`src/rtl/xb_pkg.sv`:
```
// Shared types and helpers of the sectored external SRAM bridge.
// Assumes an 8-bit control register with the enable bit on top.
package xb_pkg;

    typedef enum logic [1:0] {
        ST_IDLE,
        ST_ALE,
        ST_STB,
        ST_HOLD
    } seq_st_t;

    typedef struct packed {
        logic       en;
        logic [2:0] lim;
        logic [1:0] ws_hi;
        logic [1:0] ws_lo;
    } xcfg_t;

    // Extra strobe cycles for a wait setting.
    function automatic logic [1:0] strobe_extra(input logic [1:0] ws);
        case (ws)
            2'b00:   strobe_extra = 2'd0;
            2'b01:   strobe_extra = 2'd1;
            default: strobe_extra = 2'd2;
        endcase
    endfunction

    // Whether a wait setting adds an address-hold cycle after the strobe.
    function automatic logic wants_hold(input logic [1:0] ws);
        wants_hold = (ws == 2'b11);
    endfunction

endpackage

```
`src/rtl/xb_cfg_reg.sv`:
```
// Control register of the bridge: enable, boundary code, two wait settings.
// Assumes one write port; all bits reset to zero; read is the stored value.
module xb_cfg_reg
    import xb_pkg::*;
(
    input  logic        clk,
    input  logic        rst_n,
    input  logic        we,
    input  logic [7:0]  wdata,
    output xcfg_t       cfg
);

    // Store the register; a write lands at the next edge.
    always_ff @(posedge clk) begin
        if (!rst_n) cfg <= '0;
        else if (we) cfg <= xcfg_t'(wdata);
    end

    p_cfg_stable_r1: assert property (@(posedge clk) disable iff (!rst_n)
        !we |=> $stable(cfg));

    p_cfg_load_r1: assert property (@(posedge clk) disable iff (!rst_n)
        we |=> (cfg == xcfg_t'($past(wdata))));

endmodule

```
`src/rtl/xb_sector_decode.sv`:
```
// Picks the wait setting of an address from the boundary code.
// Assumes the address space divides into eight equal parts; code 0 = one sector.
module xb_sector_decode #(
    parameter int SEG_W = 3
) (
    input  logic [SEG_W-1:0] lim,
    input  logic [SEG_W-1:0] seg,
    input  logic [1:0]       ws_hi,
    input  logic [1:0]       ws_lo,
    output logic             upper,
    output logic [1:0]       ws_sel
);

    // Upper when no split is set or the address segment reaches the boundary.
    always_comb begin
        upper  = (lim == '0) ? 1'b1 : (seg >= lim);
        ws_sel = upper ? ws_hi : ws_lo;
    end

endmodule

```
`src/rtl/xb_bus_seq.sv`:
```
// Bus cycle sequencer: latch phase, strobe of 1+N cycles, optional hold.
// Assumes requests are taken only when idle; wait setting is sampled at accept.
module xb_bus_seq
    import xb_pkg::*;
#(
    parameter int              ADDR_W = 16,
    parameter int              DATA_W = 8,
    parameter logic [ADDR_W-1:0] XSTART = 16'h1100
) (
    input  logic              clk,
    input  logic              rst_n,
    input  logic              en,
    input  logic [1:0]        ws,
    input  logic              req_valid,
    input  logic              req_write,
    input  logic [ADDR_W-1:0] req_addr,
    input  logic [DATA_W-1:0] req_wdata,
    input  logic [DATA_W-1:0] ad_in,
    output logic              busy,
    output logic              rd_valid,
    output logic [DATA_W-1:0] rd_data,
    output logic              ale,
    output logic              wr_n,
    output logic              rd_n,
    output logic [DATA_W-1:0] ad_drv,
    output logic              ad_oe,
    output logic [ADDR_W-DATA_W-1:0] ahi_drv
);

    seq_st_t           st;
    logic [1:0]        cnt;
    logic              hold_q;
    logic              wr_q;
    logic [ADDR_W-1:0] addr_q;
    logic [DATA_W-1:0] wdat_q;
    logic              accept;

    // A request starts a cycle only when idle, enabled and external.
    always_comb accept = req_valid && (st == ST_IDLE) && en && (req_addr >= XSTART);

    // Advance the cycle state and capture the request and read data.
    always_ff @(posedge clk) begin
        if (!rst_n) begin
            st       <= ST_IDLE;
            cnt      <= '0;
            hold_q   <= 1'b0;
            wr_q     <= 1'b0;
            addr_q   <= '0;
            wdat_q   <= '0;
            rd_valid <= 1'b0;
            rd_data  <= '0;
        end else begin
            rd_valid <= 1'b0;
            case (st)
                ST_IDLE: if (accept) begin
                    st     <= ST_ALE;
                    cnt    <= strobe_extra(ws);
                    hold_q <= wants_hold(ws);
                    wr_q   <= req_write;
                    addr_q <= req_addr;
                    wdat_q <= req_wdata;
                end
                ST_ALE: st <= ST_STB;
                ST_STB: begin
                    if (cnt == 2'd0) begin
                        if (!wr_q) begin
                            rd_data  <= ad_in;
                            rd_valid <= 1'b1;
                        end
                        st <= hold_q ? ST_HOLD : ST_IDLE;
                    end else begin
                        cnt <= cnt - 2'd1;
                    end
                end
                default: st <= ST_IDLE;
            endcase
        end
    end

    // Drive the bus from the current phase.
    always_comb begin
        busy    = (st != ST_IDLE);
        ale     = (st == ST_ALE);
        wr_n    = !((st == ST_STB) && wr_q);
        rd_n    = !((st == ST_STB) && !wr_q);
        ad_drv  = (st == ST_ALE) ? addr_q[DATA_W-1:0] : wdat_q;
        ad_oe   = (st == ST_ALE) || (((st == ST_STB) || (st == ST_HOLD)) && wr_q);
        ahi_drv = addr_q[ADDR_W-1:DATA_W];
    end

    p_ale_after_accept_r5: assert property (@(posedge clk) disable iff (!rst_n)
        accept |=> ale);

    p_ale_single_r5: assert property (@(posedge clk) disable iff (!rst_n)
        ale |=> !ale);

    p_strobe_excl_r6: assert property (@(posedge clk) disable iff (!rst_n)
        !(!wr_n && !rd_n));

    p_no_take_busy_r8: assert property (@(posedge clk) disable iff (!rst_n)
        busy |-> !accept);

    p_off_no_cycle_r9: assert property (@(posedge clk) disable iff (!rst_n)
        (req_valid && !en && !busy) |=> !ale);

    p_rdv_pulse_r7: assert property (@(posedge clk) disable iff (!rst_n)
        rd_valid |=> !rd_valid);

    p_read_follows_strobe_r7: assert property (@(posedge clk) disable iff (!rst_n)
        $rose(rd_valid) |-> $past(!rd_n));

endmodule

```
`src/rtl/xb_pin_mux.sv`:
```
// Pin ownership: the bridge overrides the normal pin values when it owns the bus.
// Assumes a single owner signal; the normal values come from outside.
module xb_pin_mux #(
    parameter int DATA_W = 8,
    parameter int HI_W   = 8
) (
    input  logic              clk,
    input  logic              rst_n,
    input  logic              own,
    input  logic              ale,
    input  logic              wr_n,
    input  logic              rd_n,
    input  logic [DATA_W-1:0] ad_drv,
    input  logic              ad_oe,
    input  logic [HI_W-1:0]   ahi_drv,
    input  logic [DATA_W-1:0] gp_ad_out,
    input  logic [DATA_W-1:0] gp_ad_oe,
    input  logic [HI_W-1:0]   gp_ahi_out,
    input  logic [HI_W-1:0]   gp_ahi_oe,
    input  logic [2:0]        gp_ctl_out,
    input  logic [2:0]        gp_ctl_oe,
    output logic [DATA_W-1:0] pin_ad_out,
    output logic [DATA_W-1:0] pin_ad_oe,
    output logic [HI_W-1:0]   pin_ahi_out,
    output logic [HI_W-1:0]   pin_ahi_oe,
    output logic [2:0]        pin_ctl_out,
    output logic [2:0]        pin_ctl_oe
);

    // Select bridge or normal values for every pin group.
    always_comb begin
        if (own) begin
            pin_ad_out  = ad_drv;
            pin_ad_oe   = {DATA_W{ad_oe}};
            pin_ahi_out = ahi_drv;
            pin_ahi_oe  = '1;
            pin_ctl_out = {ale, wr_n, rd_n};
            pin_ctl_oe  = 3'b111;
        end else begin
            pin_ad_out  = gp_ad_out;
            pin_ad_oe   = gp_ad_oe;
            pin_ahi_out = gp_ahi_out;
            pin_ahi_oe  = gp_ahi_oe;
            pin_ctl_out = gp_ctl_out;
            pin_ctl_oe  = gp_ctl_oe;
        end
    end

    p_strobe_owned_r10: assert property (@(posedge clk) disable iff (!rst_n)
        (!wr_n || !rd_n || ale) |-> (pin_ctl_oe == 3'b111));

endmodule

```
`src/rtl/xmem_bridge.sv`:
```
// Top of the sectored wait-state external SRAM bridge.
// Assumes a 16-bit address, 8-bit data, external space starting at XSTART.
module xmem_bridge
    import xb_pkg::*;
#(
    parameter int                ADDR_W = 16,
    parameter int                DATA_W = 8,
    parameter logic [ADDR_W-1:0] XSTART = 16'h1100
) (
    input  logic              clk,
    input  logic              rst_n,
    input  logic              cfg_we,
    input  logic [7:0]        cfg_wdata,
    output logic [7:0]        cfg_rdata,
    input  logic              req_valid,
    input  logic              req_write,
    input  logic [ADDR_W-1:0] req_addr,
    input  logic [DATA_W-1:0] req_wdata,
    output logic              busy,
    output logic              rd_valid,
    output logic [DATA_W-1:0] rd_data,
    input  logic [DATA_W-1:0] pin_ad_in,
    output logic [DATA_W-1:0] pin_ad_out,
    output logic [DATA_W-1:0] pin_ad_oe,
    output logic [ADDR_W-DATA_W-1:0] pin_ahi_out,
    output logic [ADDR_W-DATA_W-1:0] pin_ahi_oe,
    output logic [2:0]        pin_ctl_out,
    output logic [2:0]        pin_ctl_oe,
    input  logic [DATA_W-1:0] gp_ad_out,
    input  logic [DATA_W-1:0] gp_ad_oe,
    input  logic [ADDR_W-DATA_W-1:0] gp_ahi_out,
    input  logic [ADDR_W-DATA_W-1:0] gp_ahi_oe,
    input  logic [2:0]        gp_ctl_out,
    input  logic [2:0]        gp_ctl_oe
);

    localparam int HI_W  = ADDR_W - DATA_W;
    localparam int SEG_W = 3;

    xcfg_t             cfg;
    logic              upper;
    logic [1:0]        ws_sel;
    logic              ale, wr_n, rd_n, ad_oe;
    logic [DATA_W-1:0] ad_drv;
    logic [HI_W-1:0]   ahi_drv;

    // Register read-back.
    always_comb cfg_rdata = cfg;

    xb_cfg_reg u_cfg (
        .clk   (clk),
        .rst_n (rst_n),
        .we    (cfg_we),
        .wdata (cfg_wdata),
        .cfg   (cfg)
    );

    xb_sector_decode #(.SEG_W(SEG_W)) u_dec (
        .lim    (cfg.lim),
        .seg    (req_addr[ADDR_W-1 -: SEG_W]),
        .ws_hi  (cfg.ws_hi),
        .ws_lo  (cfg.ws_lo),
        .upper  (upper),
        .ws_sel (ws_sel)
    );

    xb_bus_seq #(.ADDR_W(ADDR_W), .DATA_W(DATA_W), .XSTART(XSTART)) u_seq (
        .clk       (clk),
        .rst_n     (rst_n),
        .en        (cfg.en),
        .ws        (ws_sel),
        .req_valid (req_valid),
        .req_write (req_write),
        .req_addr  (req_addr),
        .req_wdata (req_wdata),
        .ad_in     (pin_ad_in),
        .busy      (busy),
        .rd_valid  (rd_valid),
        .rd_data   (rd_data),
        .ale       (ale),
        .wr_n      (wr_n),
        .rd_n      (rd_n),
        .ad_drv    (ad_drv),
        .ad_oe     (ad_oe),
        .ahi_drv   (ahi_drv)
    );

    xb_pin_mux #(.DATA_W(DATA_W), .HI_W(HI_W)) u_mux (
        .clk         (clk),
        .rst_n       (rst_n),
        .own         (cfg.en || busy),
        .ale         (ale),
        .wr_n        (wr_n),
        .rd_n        (rd_n),
        .ad_drv      (ad_drv),
        .ad_oe       (ad_oe),
        .ahi_drv     (ahi_drv),
        .gp_ad_out   (gp_ad_out),
        .gp_ad_oe    (gp_ad_oe),
        .gp_ahi_out  (gp_ahi_out),
        .gp_ahi_oe   (gp_ahi_oe),
        .gp_ctl_out  (gp_ctl_out),
        .gp_ctl_oe   (gp_ctl_oe),
        .pin_ad_out  (pin_ad_out),
        .pin_ad_oe   (pin_ad_oe),
        .pin_ahi_out (pin_ahi_out),
        .pin_ahi_oe  (pin_ahi_oe),
        .pin_ctl_out (pin_ctl_out),
        .pin_ctl_oe  (pin_ctl_oe)
    );

    p_split_lower_r3: assert property (@(posedge clk) disable iff (!rst_n)
        (cfg.lim != 3'd0 && req_addr[ADDR_W-1 -: SEG_W] < cfg.lim) |-> !upper);

endmodule

```
`config.mk`:
```
export PLATFORM = sky130hd
export DESIGN_NAME = xmem_bridge
export DESIGN_NICKNAME = d
export VERILOG_FILES = /design/src/rtl/xb_pkg.sv /design/src/rtl/xb_cfg_reg.sv /design/src/rtl/xb_sector_decode.sv /design/src/rtl/xb_bus_seq.sv /design/src/rtl/xb_pin_mux.sv /design/src/rtl/xmem_bridge.sv
export SDC_FILE = /design/constraint.sdc
export NUM_CORES = 1
export LEC_CHECK = 0
export ABC_AREA = 1
export CAP_MARGIN = 20
export CORE_UTILIZATION = 45
export DETAILED_ROUTE_END_ITERATION = 12
export DONT_BUFFER_PORTS = 1
export PLACE_DENSITY = 0.58
export SYNTH_ARGS = -nofsm -noshare
export SYNTH_HDL_FRONTEND = slang
export SYNTH_SLANG_ARGS = --single-unit
```
`constraint.sdc`:
```
create_clock -name clk -period 1.5 [get_ports clk]
set_input_delay 0.15 -clock clk [delete_from_list [all_inputs] [get_ports clk]]
set_output_delay 0.15 -clock clk [all_outputs]
set_load 0.1 [all_outputs]
```
==> out/metrics.cfg, run 1 <==
[placed_design]
portBuffers=0
post-dp-hpwl_um=4680
pre_cts_slack_ns=-0.132
gp_congestion=0.809

[logic_synthesis]
ys.flop_type=dfxtp_1
avgSynthCellArea_um2=6.56
syn_area_um2=2280
synth_top_cells_by_area=dfxtp_1 (41%), nor2_1 (15%), nand2_1 (14%), o21ai_0 (9.5%), or2_2 (3.0%)
synth_cell_type_count=25
syn_nets=434
yosysMostFrequentCell=nor2_1
synth_edf_count=0
ys_seq_area_share_pct=41.3
async_flop_share_pct=0
netlist_instances=347
synth_common_cells=nor2_1 (91), nand2_1 (82), dfxtp_1 (47)
netlist.area_leader.share_pct=41.3
synth-seq-cells=47
yosysWarnings=0
synth_top_area_cell=dfxtp_1

[floorplanning]
ioPinCount=139
fp-row-count=25
core-area_um2=4790
die_w_um=73.1
die_area_um2=5350
dieHeight_um=73.1
start_util_pct=47.6

[timing]
grt_setup_unrepaired=yes
finalSetupViolCount=43
worst_slew_pin_slew_ns=0.474
relSlewSlack_pct=68.1
fin_skew_ns=0.00644
hold_violations=0
timing.hold.ws_ns=0.00813
period_share_pct=116
setup_ws_ns=-0.239
max_freq_mhz=575
finalCriticalPeriod_ns=1.74
finalMaxSlewViolations=0

[outcome]
status=finished with violations
violations=negative setup slack

[cts]
clk_path_buf_depth=2
cts_max_level=2
insertion_delay_ns=0.30
cts.sinks=47
cts_tree=built
clk_pin_slew_ns=0.09
cts_made_buffers=5
clockRootBuffer=clkbuf_8

[worst_setup_path]
critPathLaunchType=register
cp_slowest_cell=dfxtp_4
critPathKind=register to output port
arrival_ns=1.59
path_cells=inv_4, nand2_8, nor2_4, buf_12, inv_16, nor2_2, a31oi_4, buf_12
max_stage_delay_ns=0.37
required_ns=1.35
cp_max_fo=19
crit_top_cell=buf_12
endpoint_kind=output port

[power_and_ir_drop]
leakagePower_nw=1.60
ir_worst_vdd_mv=0.780
p_total_mw=4.69
power.density_nw_per_um2=1190

[global_route]
overflow=0
antenna_found_initial=0
grt_pass1_vias=2325
grt_first_pass_wirelength_um=10700
grt_max_degree=42
track_usage_pct=26.5

[detailed_routing]
routedWlPerCell_um=16.1
viasPerCell=5.21
drt-total-wl_um=7710
firstDrtPassIters=4
via_count=2496
drt_iter0_markers=146
ant_nets=0
drcViolationCount=0

[layout]
n_fill_cell=306
area_growth_pct=72.7
fin_nets=498
antenna_cells=0
drive_gt1_share_pct=40.8

[flow_run]
cap_violations=0

[worst_hold_path]
hp-class=input pin to register

==> cell families after synthesis <==
logic type	Yosys count	synth area share [%]
buf+inv	35	6.54
simple gates	195	34.6
flops	47	41.3
fa+ha+maj	4	2.20
compound gates	66	15.3
==> layer usage <==
metal	GRT usage [%]	up-vias	share of wire [%]
met5	0	-	0
met4	6.75	0	2.3
met3	6.77	16	6.8
met2	50.2	101	54
met1	29.1	1149	37
li1	-	1230	-
==> final cells by class <==
class | count | area [um^2] | share of cell area [%]
tap | 67 | 83.8 | 2.13
inverter | 20 | 101 | 2.58
multi-input combinational | 265 | 1740 | 44.2
sequential | 47 | 961 | 24.4
clock buffer | 6 | 93.8 | 2.39
clock inverter | 2 | 37.5 | 0.954
timing repair inverter | 2 | 28.8 | 0.732
timing repair buffer | 70 | 890 | 22.6
==> registers in the layout (all words and copies together) (netlist names) <==
signal	flops
u_cfg.cfg	8
u_seq.addr_q	16
u_seq.cnt	2
u_seq.hold_q	1
u_seq.rd_data	8
u_seq.rd_valid	1
u_seq.st	2
u_seq.wdat_q	8
u_seq.wr_q	1
==> stage by stage <==
step	setup TNS [ns]	area, um^2	util (%)	cells
6_report	-7.59	3930	82.2	479
5_1_grt	-10.95	3930	82.2	479
3_3_place_gp	-0.300	3220	67.3	452
2_1_floorplan	-4.78	2630	-	347
3_5_place_dp	-0.714	3220	67.3	452
4_1_cts	-6.41	3700	77.4	475
==> worst max-delay path: cells and delay by family, from the launching register on <==
| family | cells | cell delay [ns] |
|---|---|---|
| flops | 1 | 0.37 |
| buf+inv | 4 | 0.50 |
| simple gates | 3 | 0.33 |
| compound gates | 1 | 0.06 |
==> path summary, 6_finish.rpt <==
kind | from | endpoint | slack, ns | depth (start not counted)
worst min register to register | u_seq.cnt[0] | u_seq.cnt[0] | 0.47 | 2
worst max register to register | u_cfg.cfg[7] | u_seq.hold_q | -0.02 | 7
worst max-delay path | u_seq.st[1] | pin_ad_out[6] | -0.24 | 8
worst min-delay path | pin_ad_in[0] | u_seq.rd_data[0] | 0.008 | 2
==> cells in the final DEF, fill, tap and decap left out, types with 3 or more instances in the layout <==
cell	netlist	final
buf_6	0	3
nand2_1	82	50
nand2_8	0	12
a21oi_1	12	9
dfxtp_4	0	5
nand2_2	2	21
buf_4	4	32
nor2_4	1	9
o21ai_0	43	42
ha_4	0	3
dfxtp_1	47	41
or2_4	0	11
inv_2	3	6
dlygate4sd3_1	0	8
nor2_2	3	8
clkbuf_8	0	5
inv_1	16	9
a31oi_4	0	8
buf_12	0	26
nor2_1	91	78
==> what timing repair did <==
action                                  CTS  global route
setup buffers                             4             3
cloned                                    2             1
hold buffers                              9             0
hold endpoints to repair                 42             0
gates resized for setup                  46            54
endpoints found under the setup margin   38            70
pin swaps                                 9             8
==> report_power, final <==
| part | switching [mW] | leakage (nW) | internal (mW) | total, mW |
|---|---|---|---|---|
| clock network | 0.443 | 0.0626 | 0.598 | 1.04 |
| logic | 1.61 | 1.15 | 0.692 | 2.30 |
| registers | 0.0428 | 0.387 | 1.31 | 1.35 |
No activity file was read; power rests on OpenSTA's default activity.
==> inputs of run 2 (changes only) <==
- CORE_ASPECT_RATIO: not set -> 1.75
- clock period: 1.5 -> 2.1 ns (I/O delays scaled with it)
==> run 2 against run 1 <==
  * The run now ends clean
  * Hold slack gained 0.018 ns
  * Critical path depth is the same
  * Cell count shrank 5.0%
  * Count of clock-buffer cells in the layout shrank 1
  * Non-clock buffer count shrank 7
  * Register-to-register slack gained 0.34 ns
  * Via count shrank 3.4%
  * Core utilization shrank 8.8 points
  * Clock power shrank 35%
  * Global-route usage shrank 2.7 points
  * Critical endpoint is now pin_ad_out[2]
  * Largest cell class unchanged
==> out/metrics.cfg, run 2 (same netlist as run 1, synthesis figures left out) <==
[cts]
clockRootBuffer=clkbuf_8
cts_resized=0  ; -100%
clk_pin_slew_ns=0.09  ; about the same
insertion_delay_ns=0.31  ; about the same
cts_tree=built
clk_path_buf_depth=2  ; unchanged
post_cts_buffers=0  ; -4
postCtsHoldBufs=0  ; -9
cts_made_buffers=5  ; unchanged
cts_max_level=2  ; unchanged
cts.sinks=47  ; unchanged

[worst_setup_path]
crit_top_cell=buf_12
r2r_cells=8  ; +1
r2r-start=u_seq.st[1]
arrival_ns=1.74  ; +0.15 ns
path_cells=inv_2, nand2_4, nor2_4, inv_4, buf_12, nor2_1, a31oi_4, buf_12
endpoint_kind=output port
max_stage_delay_ns=0.40  ; +0.03 ns
cp_max_fo=23  ; +4
required_ns=1.89  ; +0.54 ns
rrSetupSlack_ns=0.32  ; +0.34 ns
reg2reg_to=u_seq.rd_data[2]
critPathLaunchType=register
path_delay_family=buffers and inverters
cp_slowest_cell=dfxtp_1
critPathKind=register to output port
critPathBufInv=4  ; unchanged

[timing]
fin_skew_ns=0.0139  ; +0.00747 ns
hold_violations=0  ; unchanged
finalCriticalPeriod_ns=1.95
final.setup.tns_ns=0  ; +7.59 ns
timing.hold.ws_ns=0.0265  ; +0.0184 ns
max_freq_mhz=514
period_share_pct=92.7
relSlewSlack_pct=73.8  ; +5.7 points
worst_slew_pin_slew_ns=0.390  ; -0.0843 ns
finalSetupViolCount=0  ; -100%
grt_setup_unrepaired=no
finalMaxSlewViolations=0  ; unchanged

[floorplanning]
die_w_um=55.8  ; -24%
fp-row-count=33  ; +32%
core-area_um2=4790  ; about the same
start_util_pct=47.5  ; about the same
ioPinCount=139  ; unchanged
dieHeight_um=96.1  ; +31%
die_area_um2=5360  ; +0.22%

[power_and_ir_drop]
clock_power_share_pct=21.0  ; -1.2 points
p_sw_share_pct=43.8  ; -0.89 points
power.switching_mw=1.40  ; -33%
ir_worst_vdd_mv=0.822  ; +5.4%
leakagePower_nw=1.54  ; -3.4%
power.density_nw_per_um2=911  ; -24%
power.internal_mw=1.80  ; -31%
p_comb_share_pct=49.0  ; about the same
sequentialPowerShare_pct=30.0  ; +1.3 points

[global_route]
grt_first_pass_wirelength_um=10100  ; -5.7%
antenna_found_initial=0  ; unchanged
grt_max_degree=45  ; +7.1%
track_usage_pct=23.9  ; -2.7 points
grt_pass1_vias=2252  ; -3.1%
overflow=0  ; unchanged

[layout]
final_common_cell=nor2_1
utilization_pct=73.4  ; -8.8 points
top_register=u_seq.addr_q
layout_common_cells=nor2_1 (90), nand2_1 (74), dfxtp_1 (45)
largest_reg_flops=16  ; unchanged
area_growth_pct=54.5
fin_nets=489  ; -1.8%
n_fill_cell=399  ; +30%
antenna_cells=0  ; unchanged
drive_gt1_share_pct=28.0  ; -13 points
layout.cells.non_filler=455  ; -5.0%

[detailed_routing]
drt_iter0_markers=62  ; -58%
viasPerCell=5.30  ; +1.7%
routedWlPerCell_um=13.9  ; -14%
ant_nets=0  ; unchanged
drcViolationCount=0  ; unchanged
drt-total-wl_um=6330  ; -18%
firstDrtPassIters=4  ; unchanged
via_count=2412  ; -3.4%

[worst_hold_path]
hp-start=rst_n
hold_end=u_cfg.cfg[6]
hp-class=input pin to register
worstHoldPathCells=2  ; unchanged

[flow_run]
cap_violations=0  ; unchanged

[placed_design]
dpl.cell_count=447  ; -1.1%
gp_congestion=0.856  ; +5.8%
portBuffers=0  ; unchanged
post-dp-hpwl_um=5020  ; +7.2%

[outcome]
status=completed

-- run 2: worst reg2reg max path, delay by kind of cell, from the launching register on --
| kind | cells | cell delay (ns) |
|---|---|---|
| buffers and inverters | 3 | 0.47 |
| DFF | 1 | 0.40 |
| and+or+nand+nor | 5 | 0.84 |
-- run 2: cell type report --
cell class	instances	area [um^2]	area share (%)
inverters	20	77.6	2.21
flip-flops and latches	47	943	26.8
clock buffers	5	68.8	1.96
well taps	52	65.1	1.85
repair buffers	63	961	27.3
clock inverters	3	46.3	1.32
multi-input cells	265	1360	38.5
-- run 2: per-stage QoR --
step | cell area, um^2 | total power, mW | setup slack, ns
2_1_floorplan | 2450 | 2.06 | 0.0291
3_3_place_gp | 3400 | 2.54 | 0.424
3_5_place_dp | 3400 | 2.56 | 0.365
4_1_cts | 3510 | 3.22 | 0.0423
5_1_grt | 3520 | 3.32 | 0.0607
6_report | 3520 | 3.20 | 0.153
-- run 2: how the worst max path moves through the flow --
stage,slack (ns),cells past startpoint,start,endpoint
final,0.15,8,u_seq.st[1],pin_ad_out[2]
after global routing,0.06,8,u_seq.st[1],u_seq.rd_data[0]
after CTS,0.04,6,u_seq.st[0],pin_ad_oe[6]
after detailed placement,0.37,8,u_seq.st[1],u_seq.rd_data[2]
after global placement,0.42,8,u_seq.st[1],u_seq.rd_data[4]
after floorplan,0.03,6,u_seq.st[1],pin_ad_oe[0]
-- run 2: power by group through the flow --
stage / logic, mW / clock network (mW) / registers (mW)
after floorplan: 1.00 / 0 / 1.06
after global placement: 1.56 / 0 / 0.979
after detailed placement: 1.57 / 0 / 0.981
after CTS: 1.58 / 0.681 / 0.960
after global routing: 1.63 / 0.725 / 0.966
final: 1.57 / 0.672 / 0.961
-- run 2: routing by layer --
layer	up-vias	global-route usage, %	routed length, um
met5	-	0	0
met4	0	9.79	190
met3	14	4.97	457
met2	116	46.4	3390
met1	1073	24.5	2290
li1	1209	-	-
==> inputs of run 3 (changes only) <==
- PLACE_DENSITY: 0.58 -> not set
==> run 3 against run 2 <==
  * Flip-flop and latch count did not move
  * Maximum frequency rose by 0.65%
  * Register-to-register slack got worse by 0.06 ns
  * Critical path type unchanged
  * Cell area fell by 0.75%
  * Clock skew fell by 0.0046 ns
  * Global-route usage fell by 0.51 points
  * Highest routed layer unchanged
  * Power fell by 2.7%
  * Cell count fell by 0.44%
  * Non-clock buffer count fell by 2
  * Clock power fell by 12%
  * Sequential share of layout area rose by 0.20 points
==> out/metrics.cfg, run 3 (same netlist as run 1, synthesis figures left out) <==
[cts]
cts.sinks=47  ; unchanged
cts_made_buffers=5  ; unchanged
insertion_delay_ns=0.30  ; about the same
clk_pin_slew_ns=0.08  ; about the same
cts_tree=built
clk_path_buf_depth=2  ; unchanged
postCtsHoldBufs=0  ; unchanged
cts_max_level=2  ; unchanged
clockRootBuffer=clkbuf_8

[timing]
grt_setup_unrepaired=no
period_share_pct=92.1  ; -0.60 points
timing.hold.ws_ns=0.0319  ; +0.00544 ns
worst_slew_pin_slew_ns=0.438  ; +0.0484 ns
hold_violations=0  ; unchanged
max_freq_mhz=517  ; +0.65%
final.setup.tns_ns=0  ; unchanged
relSlewSlack_pct=70.6  ; -3.2 points
finalCriticalPeriod_ns=1.93  ; -0.0125 ns
setup_ws_ns=0.166  ; +0.0125 ns
finalMaxSlewViolations=0  ; unchanged
fin_skew_ns=0.00928  ; -0.00462 ns
finalSetupViolCount=0  ; unchanged

[placed_design]
postPlaceCellArea_um2=3380  ; -0.44%
pre_cts_slack_ns=0.288  ; -0.0769 ns
gp_congestion=0.783  ; -8.5%
portBuffers=0  ; unchanged
post-dp-hpwl_um=5080  ; +1.3%
dpl.cell_count=445  ; -0.45%

[outcome]
status=completed

[detailed_routing]
routedWlPerCell_um=14.0  ; +0.87%
drt-total-wl_um=6360  ; +0.43%
firstDrtPassIters=4  ; unchanged
ant_nets=0  ; unchanged
drt_iter0_markers=74  ; +19%
viasPerCell=5.29  ; -0.22%
via_count=2396  ; -0.66%
drcViolationCount=0  ; unchanged

[global_route]
track_usage_pct=23.4  ; -0.51 points
grt_pass1_vias=2164  ; -3.9%
grt_first_pass_wirelength_um=9870  ; -2.3%
antenna_found_initial=0  ; unchanged
overflow=0  ; unchanged
grt_max_degree=45  ; unchanged

[floorplanning]
ioPinCount=139  ; unchanged
core-area_um2=4790  ; unchanged
start_util_pct=47.5  ; unchanged
die_w_um=55.8  ; unchanged
dieHeight_um=96.1  ; unchanged
die_area_um2=5360  ; unchanged
fp-row-count=33  ; unchanged

[power_and_ir_drop]
leakagePower_nw=1.53  ; -0.95%
p_total_mw=3.11  ; -2.7%
ir_worst_vdd_mv=0.704  ; -14%
power.density_nw_per_um2=892  ; -2.0%

[layout]
largest_reg_flops=16  ; unchanged
drive_gt1_share_pct=27.7  ; -0.36 points
fin_area_um2=3490  ; -0.75%
antenna_cells=0  ; unchanged
fin_nets=487  ; -0.41%
utilization_pct=72.9  ; -0.55 points
layout_common_cells=nor2_1 (90), nand2_1 (74), dfxtp_1 (45)
top_register=u_seq.addr_q
layout.cells.non_filler=453  ; -0.44%
area_growth_pct=53.3
final_common_cell=nor2_1

[worst_setup_path]
required_ns=1.89  ; about the same
cp_max_fo=25  ; +8.7%
rrSetupSlack_ns=0.26  ; -0.06 ns
arrival_ns=1.72  ; -0.02 ns
critPathKind=register to output port
critPathLaunchType=register
endpoint_kind=output port

[worst_hold_path]
hp-class=input pin to register

[flow_run]
cap_violations=0  ; unchanged

run 3: cell types whose count changed in the layout (fill, tap and decap cells not counted), sizes merged:
cell	delta
bufinv	-1
buf	-2
inv	-1
clkbuf	+2
run 3: timing repair:
action | in CTS | in global routing
endpoints found under the hold margin | 0 | 0
buffers inserted | 0 | 0
resized for setup | 0 | 3
setup endpoints to repair | 0 | 9
run 3: final cells by class:
class	count	area (um^2)
repair buffers	61	946
multi-input cells	265	1360
inverters	20	77.6
clock buffers	7	96.3
fillers	385	1300
well taps	52	65.1
flip-flops and latches	47	943
clock inverters	1	7.51
run 3: layer usage:
layer | share of wire [%] | track usage, % | wire (um) | vias up
met2 | 54 | 45.9 | 3420 | 112
met3 | 7.9 | 6.05 | 500 | 10
li1 | - | - | - | 1200
met5 | 0 | 0 | 0 | -
met1 | 36 | 23.1 | 2300 | 1074
met4 | 2.1 | 8.96 | 132 | 0
run 3: where the power goes:
part           internal, mW  total [mW]  switching, mW  leakage (nW)
Clock                 0.299       0.589          0.290        0.0505
Combinational         0.502        1.57           1.06          1.09
Sequential            0.936       0.960         0.0243         0.384
Total                  1.74        3.11           1.38          1.53
run 3: path summary, 6_finish.rpt:
check             cells past startpoint               end             start
setup / recovery                      8     pin_ad_out[1]       u_seq.st[1]
hold / removal                        2      u_seq.cnt[1]             rst_n
setup reg to reg                      8  u_seq.rd_data[1]       u_seq.st[1]
hold reg to reg                       2  u_seq.addr_q[15]  u_seq.addr_q[15]
run 3: worst max-delay path, stage by stage (launching register included):
cell     delay (ns)
dfxtp_1        0.38
inv_2          0.09
nand2_4        0.08
nor2_4         0.04
inv_4          0.14
buf_12         0.20
nor2_1         0.10
a31oi_4        0.17
buf_12         0.19
